## src/rtl/pci_seq_pkg.sv

```systemverilog
// Shared types for the PCI initiator sequencer.
package pci_seq_pkg;

    // Bus-side phase of the sequencer
    typedef enum logic [1:0] {
        ST_IDLE = 2'd0,
        ST_ADDR = 2'd1,
        ST_DATA = 2'd2,
        ST_TURN = 2'd3
    } seq_state_t;

    // How a transaction ended
    typedef enum logic [2:0] {
        CPL_OK     = 3'd0,
        CPL_RETRY  = 3'd1,
        CPL_DISC   = 3'd2,
        CPL_TABORT = 3'd3,
        CPL_MABORT = 3'd4
    } cpl_code_t;

endpackage

```

## src/rtl/pci_seq_devsel_win.sv

```systemverilog
// Claim-window timer.
// Counts the data-phase clocks that pass without a target claim after the
// address phase, and flags expiry on the WIN-th edge without a claim.
// Assumes start pulses in the address phase and active is high only in
// data phases.
module pci_seq_devsel_win #(
    parameter int WIN = 5
) (
    input  logic clk,
    input  logic rst_n,
    input  logic start,
    input  logic active,
    input  logic devsel_n,
    output logic claimed,
    output logic expire
);
    localparam int CW = $clog2(WIN + 1);

    logic [CW-1:0] cnt_q;
    logic          seen_q;

    // Track the first claim and count unclaimed data clocks
    always_ff @(posedge clk) begin
        if (!rst_n) begin
            cnt_q  <= '0;
            seen_q <= 1'b0;
        end else if (start) begin
            cnt_q  <= '0;
            seen_q <= 1'b0;
        end else if (active) begin
            if (!devsel_n) begin
                seen_q <= 1'b1;
            end else if (!seen_q) begin
                cnt_q <= cnt_q + CW'(1);
            end
        end
    end

    // Expiry is raised on the last edge of the window with no claim
    always_comb begin
        expire  = active && !seen_q && devsel_n && (cnt_q == CW'(WIN - 1));
        claimed = seen_q;
    end
endmodule

```

## src/rtl/pci_seq_beats.sv

```systemverilog
// Word counter for one burst.
// Counts the completed data words and flags the data phase of the final
// word. Assumes words_m1 stays stable while the burst runs.
module pci_seq_beats #(
    parameter int LEN_W = 4
) (
    input  logic             clk,
    input  logic             rst_n,
    input  logic             clear,
    input  logic             inc,
    input  logic [LEN_W-1:0] words_m1,
    output logic [LEN_W:0]   count,
    output logic             last,
    output logic             any
);
    logic [LEN_W:0] cnt_q;

    // Count completed words, restarting on every accepted request
    always_ff @(posedge clk) begin
        if (!rst_n) begin
            cnt_q <= '0;
        end else if (clear) begin
            cnt_q <= '0;
        end else if (inc) begin
            cnt_q <= cnt_q + (LEN_W+1)'(1);
        end
    end

    // Final-word flag and nonzero flag
    always_comb begin
        count = cnt_q;
        last  = (cnt_q[LEN_W-1:0] == words_m1);
        any   = (cnt_q != '0);
    end
endmodule

```

## src/rtl/pci_seq_ctl.sv

```systemverilog
// Phase controller and termination decoder.
// Steps idle -> address -> data -> turnaround -> idle, and decides in each
// data clock whether a word moves and whether and how the transaction ends.
// Assumes the target strobes are sampled only in data phases.
module pci_seq_ctl
    import pci_seq_pkg::*;
(
    input  logic       clk,
    input  logic       rst_n,
    input  logic       req_valid,
    input  logic       devsel_n,
    input  logic       trdy_n,
    input  logic       stop_n,
    input  logic       expire,
    input  logic       claimed,
    input  logic       last,
    input  logic       any_beat,
    output seq_state_t state,
    output logic       accept,
    output logic       beat_inc,
    output cpl_code_t  code
);
    seq_state_t state_q, state_d;
    cpl_code_t  code_q, code_d;
    logic       xfer;

    // Next phase, word strobe and ending code
    always_comb begin
        state_d  = state_q;
        code_d   = code_q;
        beat_inc = 1'b0;
        accept   = 1'b0;
        xfer     = !trdy_n && !devsel_n;
        case (state_q)
            ST_IDLE: begin
                if (req_valid) begin
                    accept  = 1'b1;
                    state_d = ST_ADDR;
                end
            end
            ST_ADDR: state_d = ST_DATA;
            ST_DATA: begin
                if (expire) begin
                    code_d  = CPL_MABORT;
                    state_d = ST_TURN;
                end else if (!stop_n && devsel_n && claimed) begin
                    code_d  = CPL_TABORT;
                    state_d = ST_TURN;
                end else if (!stop_n && !devsel_n) begin
                    state_d  = ST_TURN;
                    beat_inc = xfer;
                    code_d   = (xfer || any_beat) ? CPL_DISC : CPL_RETRY;
                end else if (xfer) begin
                    beat_inc = 1'b1;
                    if (last) begin
                        code_d  = CPL_OK;
                        state_d = ST_TURN;
                    end
                end
            end
            default: state_d = ST_IDLE;
        endcase
    end

    // Phase and code registers
    always_ff @(posedge clk) begin
        if (!rst_n) begin
            state_q <= ST_IDLE;
            code_q  <= CPL_OK;
        end else begin
            state_q <= state_d;
            code_q  <= code_d;
        end
    end

    assign state = state_q;
    assign code  = code_q;
endmodule

```

## src/rtl/pci_init_seq.sv

```systemverilog
// PCI initiator transfer sequencer, top level.
// Holds the accepted request, drives the address/data and command lanes,
// the framing and initiator-ready strobes, captures read words and presents
// the completion report in the turnaround cycle.
// Assumes a granted bus and a requester that supplies wr_data for wr_idx
// combinationally.
module pci_init_seq
    import pci_seq_pkg::*;
#(
    parameter int DATA_W     = 32,
    parameter int LEN_W      = 4,
    parameter int DEVSEL_WIN = 5
) (
    input  logic              clk,
    input  logic              rst_n,
    input  logic              req_valid,
    output logic              req_ready,
    input  logic [DATA_W-1:0] req_addr,
    input  logic [3:0]        req_cmd,
    input  logic [LEN_W-1:0]  req_len,
    output logic [LEN_W-1:0]  wr_idx,
    input  logic [DATA_W-1:0] wr_data,
    output logic              rd_valid,
    output logic [DATA_W-1:0] rd_data,
    output logic              done_valid,
    output logic [2:0]        done_code,
    output logic [LEN_W:0]    done_count,
    output logic [DATA_W-1:0] done_addr,
    output logic [3:0]        done_cmd,
    output logic [LEN_W-1:0]  done_len,
    output logic              frame_n,
    output logic              irdy_n,
    input  logic              devsel_n,
    input  logic              trdy_n,
    input  logic              stop_n,
    output logic [DATA_W-1:0] ad_out,
    input  logic [DATA_W-1:0] ad_in,
    output logic              ad_oe,
    output logic [3:0]        cbe_out,
    output logic              cbe_oe
);
    seq_state_t        state;
    cpl_code_t         code;
    logic              accept, beat_inc, expire, claimed, last, any_beat;
    logic [LEN_W:0]    count;
    logic [DATA_W-1:0] addr_q;
    logic [3:0]        cmd_q;
    logic [LEN_W-1:0]  len_q;
    logic              is_write, in_addr, in_data;

    pci_seq_ctl u_ctl (
        .clk      (clk),
        .rst_n    (rst_n),
        .req_valid(req_valid),
        .devsel_n (devsel_n),
        .trdy_n   (trdy_n),
        .stop_n   (stop_n),
        .expire   (expire),
        .claimed  (claimed),
        .last     (last),
        .any_beat (any_beat),
        .state    (state),
        .accept   (accept),
        .beat_inc (beat_inc),
        .code     (code)
    );

    pci_seq_devsel_win #(.WIN(DEVSEL_WIN)) u_win (
        .clk     (clk),
        .rst_n   (rst_n),
        .start   (in_addr),
        .active  (in_data),
        .devsel_n(devsel_n),
        .claimed (claimed),
        .expire  (expire)
    );

    pci_seq_beats #(.LEN_W(LEN_W)) u_beats (
        .clk     (clk),
        .rst_n   (rst_n),
        .clear   (accept),
        .inc     (beat_inc),
        .words_m1(len_q),
        .count   (count),
        .last    (last),
        .any     (any_beat)
    );

    // Hold the request for the whole transaction and for the report
    always_ff @(posedge clk) begin
        if (!rst_n) begin
            addr_q <= '0;
            cmd_q  <= '0;
            len_q  <= '0;
        end else if (accept) begin
            addr_q <= req_addr;
            cmd_q  <= req_cmd;
            len_q  <= req_len;
        end
    end

    // Capture read words on the edge that completes them
    always_ff @(posedge clk) begin
        if (!rst_n) begin
            rd_valid <= 1'b0;
            rd_data  <= '0;
        end else begin
            rd_valid <= beat_inc && !is_write;
            if (beat_inc && !is_write) begin
                rd_data <= ad_in;
            end
        end
    end

    // Phase decode and strobe generation
    always_comb begin
        in_addr   = (state == ST_ADDR);
        in_data   = (state == ST_DATA);
        is_write  = cmd_q[0];
        req_ready = (state == ST_IDLE);
        frame_n   = !(in_addr || (in_data && !last));
        irdy_n    = !in_data;
    end

    // Address/data and command lane multiplexing
    always_comb begin
        ad_out  = '0;
        cbe_out = 4'h0;
        ad_oe   = 1'b0;
        cbe_oe  = in_addr || in_data;
        if (in_addr) begin
            ad_out  = addr_q;
            cbe_out = cmd_q;
            ad_oe   = 1'b1;
        end else if (in_data && is_write) begin
            ad_out = wr_data;
            ad_oe  = 1'b1;
        end
    end

    // Completion report, valid in the turnaround cycle
    always_comb begin
        wr_idx     = count[LEN_W-1:0];
        done_valid = (state == ST_TURN);
        done_code  = code;
        done_count = count;
        done_addr  = addr_q;
        done_cmd   = cmd_q;
        done_len   = len_q;
    end
endmodule

```

## config.mk

```make
export PLATFORM = sky130hd
export DESIGN_NAME = pci_init_seq
export DESIGN_NICKNAME = d
export VERILOG_FILES = /design/src/rtl/pci_seq_pkg.sv /design/src/rtl/pci_seq_devsel_win.sv /design/src/rtl/pci_seq_beats.sv /design/src/rtl/pci_seq_ctl.sv /design/src/rtl/pci_init_seq.sv
export SDC_FILE = /design/constraint.sdc
export NUM_CORES = 1
export LEC_CHECK = 0
export ABC_AREA = 1
export BUFFER_PORTS_ARGS = -buffer_cell sky130_fd_sc_hd__buf_2
export CAP_MARGIN = 20
export CORE_MARGIN = 1
export CORE_UTILIZATION = 43
export CTS_BUF_LIST = sky130_fd_sc_hd__clkbuf_16
export CTS_CLUSTER_DIAMETER = 80
export DETAILED_ROUTE_END_ITERATION = 6
export GPL_ROUTABILITY_DRIVEN = 0
export HOLD_SLACK_MARGIN = 0.15
export PLACE_DENSITY = 0.81
export REMOVE_ABC_BUFFERS = 1
export SLEW_MARGIN = 10
export SYNTH_ARGS = -nofsm -noshare
export SYNTH_HDL_FRONTEND = slang
export SYNTH_SLANG_ARGS = --single-unit
```

## constraint.sdc

```tcl
create_clock -name clk -period 1.7 [get_ports clk]
set_input_delay 0.085 -clock clk [delete_from_list [all_inputs] [get_ports clk]]
set_output_delay 0.085 -clock clk [all_outputs]
set_load 0.02 [all_outputs]
```

; Yosys cells after proc, flatten, opt, wreduce, memory -nomap -nowiden
; Cells that the tools add are included.
[classes]
n_lt_le_gt_ge = 0
n_mul = 0
shifts = 0
n_eq_ne = 8
mux = 25
add_sub_neg = 2
bitwise = 3
n_reduce_logical = 31
div = 0
[ops]
columns = cell, n
row1 = 32-bit 2-to-1 mux, 2
row2 = 3-bit 2-to-1 mux, 5
row3 = 2-bit 2-to-1 mux, 7
row4 = 1-bit logical AND, 10
row5 = 1-bit 2-to-1 mux, 9
row6 = 3-bit AND reduction, 3
row7 = 1-bit zero test, 8
row8 = 4-bit nonzero test, 2
row9 = 2-bit one-hot mux with 3 select lines, 1
row10 = "5-bit by 1-bit adder with 5-bit output, second input constant", 1
row11 = "5-bit by 2-bit inequality test with 1-bit output, second input constant", 1
row12 = "5-bit by 3-bit inequality test with 1-bit output, second input constant", 1
row13 = 5-bit nonzero test, 1
row14 = "2-bit equality test, second input constant", 2
row15 = 4-bit equality test, 1
row16 = 4-bit 2-to-1 mux, 1
row17 = 2-bit OR reduction, 2
row18 = "3-bit by 1-bit adder with 3-bit output, second input constant", 1
row19 = "3-bit equality test, second input constant", 1
row20 = 1-bit logical OR, 3
row21 = 1-bit NOT, 3
row22 = "2-bit by 1-bit equality test with 1-bit output, second input constant", 1
row23 = 2-bit zero test, 1
row24 = "2-bit inequality test, second input constant", 1
row25 = 2-bit AND reduction, 1
[word_totals]
n_memories = 0
ram_bits = 0
latchBits = 0
word_cells = 79
output_inout_bits = 127
mem_bits_ro = 0
register_bits = 87

; Logic depth before layout (Yosys ltp)
[depth]
depth_word = 8
mapped_depth = 12
mapped_depth_nobuf = 12

; Hierarchy
; Synthesis repeated with hierarchy kept, for this count alone.
[unflattened]
hier_cells = 644
hier_area_um2 = 4291.6
[by_module_without_submodules]
columns = mod, area_each_um2, seq_area_each_um2, n_inst, cells_per_inst
row1 = pci_init_seq, 3450.8, 1461.4, 1, 514
row2 = pci_seq_ctl, 322.8, 100.1, 1, 51
row3 = pci_seq_beats, 301.5, 100.1, 1, 45
row4 = pci_seq_devsel_win, 216.5, 80.1, 1, 34

; Least setup slack after synthesis
; No wires, ideal clock.
[synth_timing]
path_type = register -> output
from = register u_ctl.state_q[1], in the netlist u_ctl.state[1]
to = output port ad_out[22]
required_ns = 1.615
path_stages_with_launch = 7
arrival_ns = 1.558
path_slack_ns = 0.057
path_buffers = 1
cell_sequence = dfxtp_1 > inv_1 > ha_1 > inv_1 > clkbuf_1 > nand2_1 > o21ai_0
[synth_via]
elab_chain_cells = 4
word_cells_on_any_way = 5
cone_classes = 2 x eq/ne / 2 x mux / 1 x reduce/logical
[synth_lines]
columns = element, line
row1 = start: declaration, pci_seq_ctl.sv:23  ; seq_state_t state_q, state_d;
row2 = start signal: assignment, pci_seq_ctl.sv:71  ; state_q <= state_d;
row3 = 2-bit equality test, pci_init_seq.sv:118  ; in_data = (state == ST_DATA);
row4 = 1-bit logical AND, pci_init_seq.sv:135  ; end else if (in_data && is_write) begin
row5 = 32-bit 2-to-1 mux, pci_init_seq.sv:135
row6 = 32-bit 2-to-1 mux *, pci_init_seq.sv:131  ; if (in_addr) begin
row7 = end: declaration, pci_init_seq.sv:36  ; output logic [DATA_W-1:0] ad_out,
; Mark *: on every way between the ends. The rest lies on a longest branch, timed or not.

; Worst setup path after layout
[layout_timing]
from = register u_ctl.state_q[1], in the netlist u_ctl.state[1]
to = output port ad_out[16]
; Same word-level chain as after synthesis.

==> results.txt <==
- The final hold violation count is 0.
- Number of top-level pins: 237
* DR vias: 5025
* Top-area cell type share of the netlist area: 0.4457
* Cell area after synthesis: 3907 µm²
* Number of synthesized register bits: 87
* Routed WL per cell: 14.86 µm
- At the later pin of the worst-skew pair, clock insertion delay measures 330 ps.
* Num rows: 34
* Yosys Warn Count: 0
- Number of library cell types mapped by synthesis: 26
* Number of buffers added by the clock tree synthesis step: 9
- After synthesis, the mean cell area works out to 6.928 µm².
- The first routing iteration left 272 violations.
- Clock tree synthesis selected as its root buffer the cell sky130_fd_sc_hd__clkbuf_16.
* Count of buffers inserted at the top-level ports: 236
- In the final layout, the share of cells above drive strength 1 is 0.3567.
- The setup path with the least slack is of type reg -> out.
- Summed over all layers, the global routing overflow is 0.
- Status: finished, final reports clean
- Diode count: 0
- The worst setup path is captured at a primary output.
- Setup violations remaining at the end of the flow were counted as 0.
* Sinks on Clock Net: 87
* Pin count of the biggest net entering global routing: 46
- Ranking of synthesized cells by area: sky130_fd_sc_hd__dfxtp_1 (45%), sky130_fd_sc_hd__nand2_1 (13%), sky130_fd_sc_hd__o21ai_0 (10%)
- TritonCTS built the clock tree.
- EDFF count, synth: 0
* Max capacitance violation total: 0
- Fraction of the mapped netlist area in compound gates: 0.1662
* Synthesized netlist cell count: 564
- Synthesized-area fraction occupied by xor and xnor cells: 0.002241
- DR DRC count: 0
- In this run the vertical extent of the chip is 97.33 µm.
- CTS HTree Levels: 3
* Primary FF master, synth: sky130_fd_sc_hd__dfxtp_1
- Share of the clock period used by the worst path after layout: 0.9788
- In this run the deepest clock path goes through 2 buffers.
- The HPWL after detailed placement is 8893 µm.
* Fin nets: 985
* Path class of the lowest-slack min-delay path: in -> reg
- Post-detailed-route count of antenna-violating nets: 0
* Total detailed-routing wirelength: 14560 µm
- Along the worst path, the maximum fanout reaches 16.
* Leakage power: 3.224 nW
- Max Clock Freq: 0.6010 GHz
- Main combinational cell family by area after synthesis: simple AND/OR/NAND/NOR gates
- STA classifies the critical path startpoint as a flop.
* Area share of and/or/nand/nor cells after synthesis: 0.2815
* Arithmetic-cell share of the synthesized area counting full adders, half adders and majority gates: 0.02562
* Area leader, netlist: sky130_fd_sc_hd__dfxtp_1
* Actual slew at the worst max-slew pin: 398.5 ps
- Post-synth ARST share: 0
- Layout Area Growth over Synthesis: 67.15%
- Setup repair after global routing could not meet its margin everywhere.
- For this configuration, the core starts out at a cell density of 0.4459.
* Max-slew violation count: 0
- The number of antenna violations at the first check in global routing is 0.
- Data on the critical path arrives at its endpoint at 1580 ps.
* Floorplan core area: 8763 µm²
- Placement Setup Slack: 97.90 ps
- Worst-case headroom to the max-slew limit: 0.7344
- From left edge to right edge, the die measures 97.33 µm.
- Maximum ir drop on the vdd rail: 0.0007396 V
* First-pass GRT wire length: 23040 µm
- Pwr dens: 1318 nW/µm²
- Sequential-to-total area share from yosys stat: 0.4457
- In the post-route analysis, the smallest setup slack over all paths is 36.03 ps.
- Finished Layout Cells: 980
* Clock slew seen by the registers of the worst setup and hold paths: 60 ps
- Total global routing track utilization: 0.2999
- Worst EP required: 1620 ps
- The number of global-route vias before repair came to 4763.
* Multiplexer share of the synthesized area: 0
- Drt first pass iters: 4
- Subtracting the final worst setup slack from the clock period gives 1664 ps.
- For the final database, setup skew stands at 5.217 ps.
- Die footprint: 9472 µm²
* Inst Count DP: 882
- Ratio of routed vias to standard cells: 5.128
-- logic make-up after synthesis --
group           Yosys count
compound gates          129
xor+xnor                  1
fa+ha+maj                 8
buf+inv                  70
flops                    87
simple gates            269
-- cells in the final DEF (no fill, tap or decap), types with 4 or more instances in the layout --
cell                            count
sky130_fd_sc_hd__nand2_2            7
sky130_fd_sc_hd__ha_1               6
sky130_fd_sc_hd__o21ai_0           48
sky130_fd_sc_hd__dfxtp_1           81
sky130_fd_sc_hd__dlygate4sd3_1     75
sky130_fd_sc_hd__nor2_1            82
sky130_fd_sc_hd__o21ai_2           11
sky130_fd_sc_hd__o21ai_1           20
sky130_fd_sc_hd__inv_2              4
sky130_fd_sc_hd__nand3_1           40
sky130_fd_sc_hd__inv_1             24
sky130_fd_sc_hd__a21oi_1           48
sky130_fd_sc_hd__buf_12             6
sky130_fd_sc_hd__buf_2            218
sky130_fd_sc_hd__nand2_1          130
sky130_fd_sc_hd__clkbuf_16          9
sky130_fd_sc_hd__buf_4             26
-- critical path, cell delays in order, from the launching register on --
cell,delay [ps]
sky130_fd_sc_hd__dfxtp_4,360
sky130_fd_sc_hd__inv_2,60
sky130_fd_sc_hd__ha_4,180
sky130_fd_sc_hd__inv_6,100
sky130_fd_sc_hd__buf_16,150
sky130_fd_sc_hd__nand2_1,70
sky130_fd_sc_hd__o21ai_1,150
sky130_fd_sc_hd__buf_4,170
-- metrics by stage --
step / power (mW) / util / TNS [ps] / area, µm² / hold WS [ps]
detailed placement: 5.876 / 0.5924 / 0 / 5191 / 341.3
CTS: 8.393 / 0.7323 / 0 / 6417 / 158.7
floorplan: 4.594 / - / -40920 / 3722 / 205.4
global placement: 5.773 / 0.5924 / 0 / 5191 / 332.9
finish: 8.610 / 0.7453 / 0 / 6531 / 166.6
global route: 9.059 / 0.7453 / -55.92 / 6531 / 180.9
-- sequential cells by signal (all words and copies together) (netlist names) --
register / count
u_beats.count: 5
u_ctl.code: 3
u_win.claimed: 1
done_cmd: 4
rd_data: 32
u_ctl.state: 2
done_addr: 32
done_len: 4
rd_valid: 1
u_win.cnt_q: 3
-- synth_stat cells (3+ instances only) --
cell and number:
sky130_fd_sc_hd__nand2_2 7, sky130_fd_sc_hd__dfxtp_1 87, sky130_fd_sc_hd__o21ai_0 79, sky130_fd_sc_hd__buf_2 3, sky130_fd_sc_hd__ha_1 8, sky130_fd_sc_hd__clkbuf_1 23, sky130_fd_sc_hd__a21oi_1 49, sky130_fd_sc_hd__nand2_1 131
sky130_fd_sc_hd__nor2_1 84, sky130_fd_sc_hd__buf_4 10, sky130_fd_sc_hd__inv_1 27, sky130_fd_sc_hd__nand3_1 40
-- final timing paths --
kind,startpoint,endpoint,slack [ps],depth (start not counted)
worst max-delay path,u_ctl.state[1],ad_out[16],40,7
worst min-delay path,devsel_n,u_win.cnt_q[2],170,5
worst max register to register,u_ctl.state[1],rd_data[25],80,9
worst min register to register,rd_data[8],rd_data[8],460,2
-- per-layer routing --
metal | share of wire | vias to the layer above | GRT usage | routed length [µm]
met3 | 0.075 | 41 | 0.05108 | 1087
met4 | 0.028 | 0 | 0.1210 | 403
met1 | 0.40 | 2293 | 0.3579 | 5846
met2 | 0.50 | 265 | 0.5330 | 7222
met5 | 0 | - | 0 | 0
li1 | - | 2426 | - | -
-- power by group --
| group | switching, mW | internal, mW | leakage, nW |
|---|---|---|---|
| combinational | 2.41 | 1.51 | 2.37 |
| sequential | 0.297 | 2.38 | 0.714 |
| clock | 0.857 | 1.15 | 0.143 |
| total | 3.57 | 5.04 | 3.22 |
-- timing repair --
| item | in CTS | in global routing |
|---|---|---|
| buffers inserted | 3 | 1 |
| gates resized for setup | 42 | 47 |
| cloned | 3 | 0 |
| endpoints found under the setup margin | 37 | 33 |
| hold endpoints to repair | 77 | 0 |
| hold buffers | 75 | 0 |
-- layout make-up --
class / count / area [µm²]
Timing Repair Buffer: 330 / 2266
Fill cell: 621 / 2232
Multi-Input combinational cell: 407 / 1941
Sequential cell: 87 / 1757
Clock buffer: 9 / 225.2
Tap cell: 108 / 135.1
Inverter: 32 / 127.6
Clock inverter: 7 / 80.08
(Power assumes the default switching activity.)
